===== src/rtl/mdio_pkg.sv =====
package mdio_pkg;

  localparam logic [7:0] OFS_STAT = 8'h30;
  localparam logic [7:0] OFS_CTL  = 8'h34;
  localparam logic [7:0] OFS_DATA = 8'h38;
  localparam logic [7:0] OFS_ADDR = 8'h3C;

  typedef enum logic [1:0] {
    FR_ADDR  = 2'd0,
    FR_WRITE = 2'd1,
    FR_READ  = 2'd2
  } frame_kind_e;

  // Assembles the 32-bit management frame, MSB sent first.
  function automatic logic [31:0] build_frame(
    input logic        c45,
    input frame_kind_e kind,
    input logic [4:0]  phy,
    input logic [4:0]  dev,
    input logic [15:0] payload
  );
    logic [1:0] st;
    logic [1:0] op;
    logic [1:0] ta;
    st = c45 ? 2'b00 : 2'b01;
    case (kind)
      FR_ADDR:  op = 2'b00;
      FR_WRITE: op = 2'b01;
      default:  op = c45 ? 2'b11 : 2'b10;
    endcase
    ta = (kind == FR_READ) ? 2'b11 : 2'b10;
    return {st, op, phy, dev, ta, payload};
  endfunction

endpackage


===== src/rtl/mdio_mdc_gen.sv =====
module mdio_mdc_gen #(
  parameter int DIV_W = 9
) (
  input  logic             clk,
  input  logic             rst,
  input  logic             run,
  input  logic [DIV_W-1:0] div,
  output logic             mdc,
  output logic             rise_stb,
  output logic             end_stb
);
  localparam int CW = DIV_W + 1;

  logic [CW-1:0] cnt;
  logic [CW-1:0] cnt_nx;
  logic [CW-1:0] last;
  logic [CW-1:0] half;

  always_comb begin
    last     = {div, 1'b0};
    half     = {1'b0, div};
    rise_stb = run && (cnt == half);
    end_stb  = run && (cnt == last);
    cnt_nx   = end_stb ? '0 : cnt + 1'b1;
  end

  always_ff @(posedge clk) begin
    if (rst || !run) begin
      cnt <= '0;
      mdc <= 1'b0;
    end else begin
      cnt <= cnt_nx;
      mdc <= (cnt_nx > half);
    end
  end
endmodule


===== src/rtl/mdio_frame_engine.sv =====
module mdio_frame_engine #(
  parameter int FRAME_W = 32,
  parameter int PRE_W   = 32,
  parameter int DATA_W  = 16
) (
  input  logic               clk,
  input  logic               rst,
  input  logic               start,
  input  logic [FRAME_W-1:0] frame,
  input  logic               is_read,
  input  logic               pre_dis,
  input  logic               rise_stb,
  input  logic               end_stb,
  input  logic               mdio_i,
  output logic               busy,
  output logic               mdo,
  output logic               oe,
  output logic [DATA_W-1:0]  rx_data,
  output logic               rx_err,
  output logic               rd_done
);
  localparam int TOT_W  = FRAME_W + PRE_W;
  localparam int CNT_W  = $clog2(TOT_W);
  localparam int FIDX_W = $clog2(FRAME_W);
  localparam int TA_HI  = DATA_W + 1;

  logic [FRAME_W-1:0] frame_q;
  logic [CNT_W-1:0]   bcnt;
  logic [CNT_W-1:0]   nxt;
  logic               rd_q;
  logic               bit_nx;

  always_comb begin
    nxt    = bcnt - 1'b1;
    bit_nx = (nxt >= CNT_W'(FRAME_W)) ? 1'b1 : frame_q[nxt[FIDX_W-1:0]];
  end

  always_ff @(posedge clk) begin
    if (rst) begin
      busy    <= 1'b0;
      frame_q <= '0;
      bcnt    <= '0;
      rd_q    <= 1'b0;
      mdo     <= 1'b1;
      oe      <= 1'b0;
      rx_data <= '0;
      rx_err  <= 1'b0;
      rd_done <= 1'b0;
    end else begin
      rd_done <= 1'b0;
      if (!busy) begin
        if (start) begin
          busy    <= 1'b1;
          frame_q <= frame;
          rd_q    <= is_read;
          bcnt    <= pre_dis ? CNT_W'(FRAME_W - 1) : CNT_W'(TOT_W - 1);
          mdo     <= pre_dis ? frame[FRAME_W-1] : 1'b1;
          oe      <= 1'b1;
          if (is_read) rx_err <= 1'b0;
        end
      end else begin
        if (rise_stb && rd_q) begin
          if (bcnt == CNT_W'(DATA_W)) rx_err <= mdio_i;
          if (bcnt < CNT_W'(DATA_W)) rx_data <= {rx_data[DATA_W-2:0], mdio_i};
        end
        if (end_stb) begin
          if (bcnt == '0) begin
            busy    <= 1'b0;
            oe      <= 1'b0;
            mdo     <= 1'b1;
            rd_done <= rd_q;
          end else begin
            bcnt <= nxt;
            mdo  <= bit_nx;
            oe   <= !(rd_q && (nxt <= CNT_W'(TA_HI)));
          end
        end
      end
    end
  end
endmodule


===== src/rtl/mdio_mgmt_master.sv =====
module mdio_mgmt_master
  import mdio_pkg::*;
#(
  parameter int ADDR_W  = 8,
  parameter int DIV_W   = 9,
  parameter int DIV_RST = 5,
  parameter int DIV_MIN = 5
) (
  input  logic              clk,
  input  logic              rst,
  input  logic [ADDR_W-1:0] bus_addr,
  input  logic              bus_wen,
  input  logic [31:0]       bus_wdata,
  output logic [31:0]       bus_rdata,
  output logic              mdc,
  output logic              mdio_o,
  output logic              mdio_oe,
  input  logic              mdio_i
);
  localparam int DATA_W  = 16;
  localparam int FRAME_W = 32;
  localparam int DIV_LSB = 7;

  logic [DIV_W-1:0]  cfg_div;
  logic              cfg_c45;
  logic              cfg_pre;
  logic [4:0]        ctl_phy;
  logic [4:0]        ctl_dev;
  logic [DATA_W-1:0] data_q;
  logic [DATA_W-1:0] addr_q;
  logic [DIV_W-1:0]  div_eff;

  logic busy, rise_stb, end_stb, rd_done, rx_err;
  logic [DATA_W-1:0] rx_data;

  logic wr_stat, wr_ctl, wr_data, wr_addr;
  logic go, go_read;
  frame_kind_e kind;
  logic [4:0] sel_phy, sel_dev;
  logic [DATA_W-1:0] payload;
  logic [FRAME_W-1:0] frame;

  always_comb begin
    wr_stat = bus_wen && !busy && (bus_addr == ADDR_W'(OFS_STAT));
    wr_ctl  = bus_wen && !busy && (bus_addr == ADDR_W'(OFS_CTL));
    wr_data = bus_wen && !busy && (bus_addr == ADDR_W'(OFS_DATA));
    wr_addr = bus_wen && !busy && (bus_addr == ADDR_W'(OFS_ADDR));
    div_eff = (cfg_div < DIV_W'(DIV_MIN)) ? DIV_W'(DIV_MIN) : cfg_div;

    go_read = wr_ctl && bus_wdata[15];
    go      = go_read || wr_data || (wr_addr && cfg_c45);
    sel_phy = wr_ctl ? bus_wdata[9:5] : ctl_phy;
    sel_dev = wr_ctl ? bus_wdata[4:0] : ctl_dev;
    if (go_read) begin
      kind    = FR_READ;
      payload = '1;
    end else if (wr_data) begin
      kind    = FR_WRITE;
      payload = bus_wdata[DATA_W-1:0];
    end else begin
      kind    = FR_ADDR;
      payload = bus_wdata[DATA_W-1:0];
    end
    frame = build_frame(cfg_c45, kind, sel_phy, sel_dev, payload);
  end

  always_ff @(posedge clk) begin
    if (rst) begin
      cfg_div <= DIV_W'(DIV_RST);
      cfg_c45 <= 1'b0;
      cfg_pre <= 1'b0;
      ctl_phy <= '0;
      ctl_dev <= '0;
      data_q  <= '0;
      addr_q  <= '0;
    end else begin
      if (wr_stat) begin
        cfg_div <= bus_wdata[DIV_LSB +: DIV_W];
        cfg_c45 <= bus_wdata[6];
        cfg_pre <= bus_wdata[5];
      end
      if (wr_ctl) begin
        ctl_phy <= bus_wdata[9:5];
        ctl_dev <= bus_wdata[4:0];
      end
      if (wr_data) data_q <= bus_wdata[DATA_W-1:0];
      else if (rd_done) data_q <= rx_data;
      if (wr_addr) addr_q <= bus_wdata[DATA_W-1:0];
    end
  end

  always_ff @(posedge clk) begin
    if (rst) begin
      bus_rdata <= '0;
    end else begin
      bus_rdata <= '0;
      if (bus_addr == ADDR_W'(OFS_STAT)) begin
        bus_rdata[DIV_LSB +: DIV_W] <= cfg_div;
        bus_rdata[6] <= cfg_c45;
        bus_rdata[5] <= cfg_pre;
        bus_rdata[1] <= rx_err;
        bus_rdata[0] <= busy;
      end else if (bus_addr == ADDR_W'(OFS_CTL)) begin
        bus_rdata[9:0] <= {ctl_phy, ctl_dev};
      end else if (bus_addr == ADDR_W'(OFS_DATA)) begin
        bus_rdata[DATA_W-1:0] <= data_q;
      end else if (bus_addr == ADDR_W'(OFS_ADDR)) begin
        bus_rdata[DATA_W-1:0] <= addr_q;
      end
    end
  end

  mdio_mdc_gen #(.DIV_W(DIV_W)) u_clk (
    .clk(clk), .rst(rst), .run(busy), .div(div_eff),
    .mdc(mdc), .rise_stb(rise_stb), .end_stb(end_stb)
  );

  mdio_frame_engine #(.FRAME_W(FRAME_W), .PRE_W(32), .DATA_W(DATA_W)) u_eng (
    .clk(clk), .rst(rst), .start(go), .frame(frame), .is_read(go_read),
    .pre_dis(cfg_pre), .rise_stb(rise_stb), .end_stb(end_stb), .mdio_i(mdio_i),
    .busy(busy), .mdo(mdio_o), .oe(mdio_oe), .rx_data(rx_data),
    .rx_err(rx_err), .rd_done(rd_done)
  );
endmodule


===== config.mk =====
export PLATFORM = sky130hd
export DESIGN_NAME = mdio_mgmt_master
export DESIGN_NICKNAME = d
export VERILOG_FILES = /design/src/rtl/mdio_pkg.sv /design/src/rtl/mdio_mdc_gen.sv /design/src/rtl/mdio_frame_engine.sv /design/src/rtl/mdio_mgmt_master.sv
export SDC_FILE = /design/constraint.sdc
export NUM_CORES = 1
export LEC_CHECK = 0
export CAP_MARGIN = 20
export CORE_MARGIN = 5
export CORE_UTILIZATION = 56
export DETAILED_ROUTE_END_ITERATION = 8
export PLACE_DENSITY = 0.83
export SLEW_MARGIN = 25
export SYNTH_ARGS = -nofsm -noshare
export SYNTH_HDL_FRONTEND = slang
export SYNTH_SLANG_ARGS = --single-unit

===== constraint.sdc =====
create_clock -name clk -period 3.63 [get_ports clk]
set_clock_uncertainty 0.1 [all_clocks]
set_input_delay 1.089 -clock clk [delete_from_list [all_inputs] [get_ports clk]]
set_output_delay 1.089 -clock clk [all_outputs]
set_load 0.005 [all_outputs]

==> summary.md <==
| Metric | Value |
|---|---|
| Result of the run | finished clean |
| Vias per cell | 5.960 |
| Synth top cells by count | sky130_fd_sc_hd__dfxtp_1, sky130_fd_sc_hd__nor2_1, sky130_fd_sc_hd__nand2_1 |
| Number of hold violations in the final report | 0 |
| Hold buffers post-CTS | 0 |
| EDFF count, synth | 0 |
| Global route total overflow | 0 |
| Global-route wire length before repair | 26230 µm |
| Number of input and output port buffers inserted | 46 |
| Register bit total from synthesis | 137 |
| Largest stage delay on the critical path | 0.48 ns |
| Total of endpoints with negative setup slack in the final report | 0 |
| Critical-path maximum fanout | 11 |
| PostCTS Resize Cnt | 0 |
| Met1 GRT Util | 27.73% |
| GRT Overall Usage | 23.35% |
| Min Clock Period, post-route | 3.434 ns |
| Most frequent cell after synthesis | sky130_fd_sc_hd__dfxtp_1 |
| Number of library cell types mapped by synthesis | 60 |
| Clock edge transition at the registers on the reported setup and hold paths | 0.06 ns |
| Hold crit path type | reg -> reg |
| Depth of the worst register-to-register path | 12 |
| Type of element capturing the critical path | flop |
| Most used cell, CP | sky130_fd_sc_hd__o21a_1 |
| Series of cell instances along the critical path | nor4_4, a21oi_1, xor2_1, and4_1, nor2_1, ha_1, nor2b_1, o21a_1, o21a_1, o211ai_1, a41oi_1, o211a_1 |
| End point of the critical path | u_clk.mdc |
| Share of cells above drive strength 1 | 13.81% |
| Initial drt markers | 421 |
| Effective utilization at floorplan | 56.97% |
| Post-Syn Instances | 682 |
| Global placement routability congestion | 0.9182 |
| Fin util | 66.31% |
| Layout-stage area growth over the synthesis result | 16.40% |
| Number of synthesis warnings | 0 |
| Fraction of registers with async set/reset | 0% |
| Reg2Reg Setup Slack | 0.20 ns |
| Total clock sinks | 137 |
| Vertical extent of the die | 117.6 µm |
| Detailed placer's ending HPWL | 10870 µm |
| CTS Root Cell | sky130_fd_sc_hd__clkbuf_16 |
| Timing startpoint of the critical path | cfg_div[6] |
| CP startpoint kind | flop |
| Type of the worst setup path | reg -> reg |
| Die ar. | 13820 µm² |
| CTS tree | done |
| Final Slew Violations | 0 |
| Number of buffers inserted to repair setup after CTS | 0 |
| LEAKAGE | 2.919 nW |
| Number of antenna violations at the first check in global routing | 0 |
| Iteration count of the initial detailed-routing pass | 7 |
| Post-synth design cell area | 6477 µm² |
| Maximum ir drop on the vdd rail | 0.3512 mV |
| Worst-path cell with the longest stage delay | sky130_fd_sc_hd__nor4_4 |
| Arrival time at the worst endpoint | 3.64 ns |
| Highest achievable clock rate | 291.2 MHz |
| Reported max-cap violation count | 0 |
| Avg Inst Size Synth | 9.498 µm² |
| Maximum level of the CTS H-tree | 4 |
| Total non-filler cell area in the finished layout | 7540 µm² |
| Total detailed-routing wirelength | 15920 µm |
| # nets final | 769 |
| Remaining antenna violation count after routing | 0 |
| Post-synthesis sequential area ratio | 42.34% |
| Clock insertion delay at the later pin of the skew report | 0.42 ns |
| DP Area | 6939 µm² |
| Ant diodes | 0 |
| Post-route DRC | 0 |
| Worst-Margin Slew | 0.9547 ns |
| Post-Route Setup TNS | 0 ns |
| RR Endpoint | u_clk.mdc |
| Portion of the clock cycle consumed by the worst path in the final layout | 94.60% |
| Crit Reg-Reg Startpoint | cfg_div[6] |
| Maximum number of pins on one net before global-route repair | 49 |
| Required @ worst endpoint | 3.84 ns |
| Number of placement rows | 39 |
| Cell type with the highest aggregate area in the netlist | sky130_fd_sc_hd__dfxtp_1 |
| Min setup slack post-route | 0.1960 ns |
| Leading cell types by total area after synthesis | sky130_fd_sc_hd__dfxtp_1, sky130_fd_sc_hd__mux2i_1, sky130_fd_sc_hd__mux4_2 |
| Io pins | 79 |
| Fraction of synthesized cell area taken by the top area cell type | 42.34% |
| Power density over cell area | 448.1 nW/µm² |
| Remaining max-slew budget at the tightest pin | 36.27% |
| CTS Buf Count | 17 |
| Die W | 117.6 µm |
| Core outline area | 11370 µm² |
| Met2 GRT Util | 39.18% |
| Main flop type after synthesis | sky130_fd_sc_hd__dfxtp_1 |
| Setup WS pre-CTS | 0.1507 ns |
| Vias in the first global route | 5185 |
| Detailed-route wire length per cell | 18.36 µm |
| GR Layer Usage met3 | 6.631% |
| Unrepaired setup endpoints after global routing | false |
| Busiest layer in global routing | met2 |
| Worst-case clock buffer depth | 2 |
| Vias after detailed routing | 5167 |
critical path, delay by kind of cell (launching register included):
kind                     cells  cell delay [ns]
XOR/XNOR                     1             0.20
flip-flops                   1             0.40
AO/OA/AOI/OAI                6             1.13
adder cells (fa/ha/maj)      1             0.32
AND/OR/NAND/NOR              4             1.17
worst min-delay path by stage:
stage	cells after the start	from	to	slack, ns
after floorplan	2	addr_q[1]	addr_q[1]	0.33
after global placement	2	addr_q[8]	addr_q[8]	0.34
after detailed placement	2	addr_q[8]	addr_q[8]	0.34
after CTS	2	addr_q[8]	addr_q[8]	0.35
after global routing	2	addr_q[1]	addr_q[1]	0.37
final	2	addr_q[8]	addr_q[8]	0.35
per-layer routing:
layer	part of all wire (%)	wire length (µm)
met5	0	0
met2	50	7926
met4	2.9	461
met3	5.8	923
met1	42	6607
through the flow:
step	power, mW	cells	hold WS [ns]
after detailed placement	1.655	835	0.3431
after CTS	3.387	867	0.3514
after global routing	3.473	867	0.3725
after floorplan	1.608	697	0.3332
final	3.378	867	0.3516
after global placement	1.653	835	0.3394
state kept, by name (all words and copies together), names as in the netlist, 6 cells and up:
name / flops
bus_rdata: 16
cfg_div: 9
u_clk.cnt: 10
u_eng.bcnt: 6
addr_q: 16
u_eng.frame_q: 30
u_eng.rx_data: 16
data_q: 16
layout by cell type, fill, tap and decap left out, types with 3 or more instances in the layout:
| cell type | instances |
|---|---|
| sky130_fd_sc_hd__dfxtp_1 | 137 |
| sky130_fd_sc_hd__nor2_1 | 72 |
| sky130_fd_sc_hd__nand2_1 | 71 |
| sky130_fd_sc_hd__mux2i_1 | 62 |
| sky130_fd_sc_hd__clkdlybuf4s50_1 | 45 |
| sky130_fd_sc_hd__a211oi_1 | 34 |
| sky130_fd_sc_hd__a21oi_1 | 31 |
| sky130_fd_sc_hd__inv_1 | 17 |
| sky130_fd_sc_hd__xor2_1 | 17 |
| sky130_fd_sc_hd__clkbuf_16 | 17 |
| sky130_fd_sc_hd__buf_4 | 17 |
| sky130_fd_sc_hd__conb_1 | 16 |
| sky130_fd_sc_hd__nand3_1 | 15 |
| sky130_fd_sc_hd__o221a_2 | 15 |
| sky130_fd_sc_hd__ha_1 | 14 |
| sky130_fd_sc_hd__mux4_2 | 13 |
| sky130_fd_sc_hd__xnor2_1 | 12 |
| sky130_fd_sc_hd__nor2b_1 | 11 |
| sky130_fd_sc_hd__nor2_2 | 9 |
| sky130_fd_sc_hd__nor3_1 | 8 |
| sky130_fd_sc_hd__o21ai_0 | 7 |
| sky130_fd_sc_hd__nor4_1 | 5 |
| sky130_fd_sc_hd__or3_1 | 4 |
| sky130_fd_sc_hd__and3_1 | 4 |
| sky130_fd_sc_hd__nand4_1 | 4 |
| sky130_fd_sc_hd__o21a_1 | 4 |
| sky130_fd_sc_hd__clkinv_2 | 4 |
| sky130_fd_sc_hd__clkinv_4 | 4 |
| sky130_fd_sc_hd__a31oi_1 | 3 |
| sky130_fd_sc_hd__o211ai_1 | 3 |
| sky130_fd_sc_hd__a21o_1 | 3 |
| sky130_fd_sc_hd__a311oi_1 | 3 |
| sky130_fd_sc_hd__bufinv_16 | 3 |
| sky130_fd_sc_hd__inv_6 | 3 |
report_power, final:
part	switching (mW)	internal (mW)	total, mW
logic	0.0697	0.0478	0.118
registers	0.00227	1.51	1.51
clock network	0.668	1.08	1.75
cell type report:
cell class	count	area, µm²
Multi-Input combinational cell	474	3351
Timing Repair Buffer	64	603.1
Tap cell	143	178.9
Inverter	17	63.81
Clock inverter	14	171.4
Sequential cell	137	2743
Clock buffer	18	429.2
Fill cell	833	3830
cell families after synthesis:
group                    share of synthesized area [%]
flip-flops                                       42.34
adder cells (fa/ha/maj)                          2.704
buffers and inverters                            6.896
XOR/XNOR                                         4.172
other                                          0.05789
AO/OA/AOI/OAI                                    13.37
multiplexers                                     14.45
AND/OR/NAND/NOR                                  16.01
No activity file was read; power rests on OpenSTA's default activity.
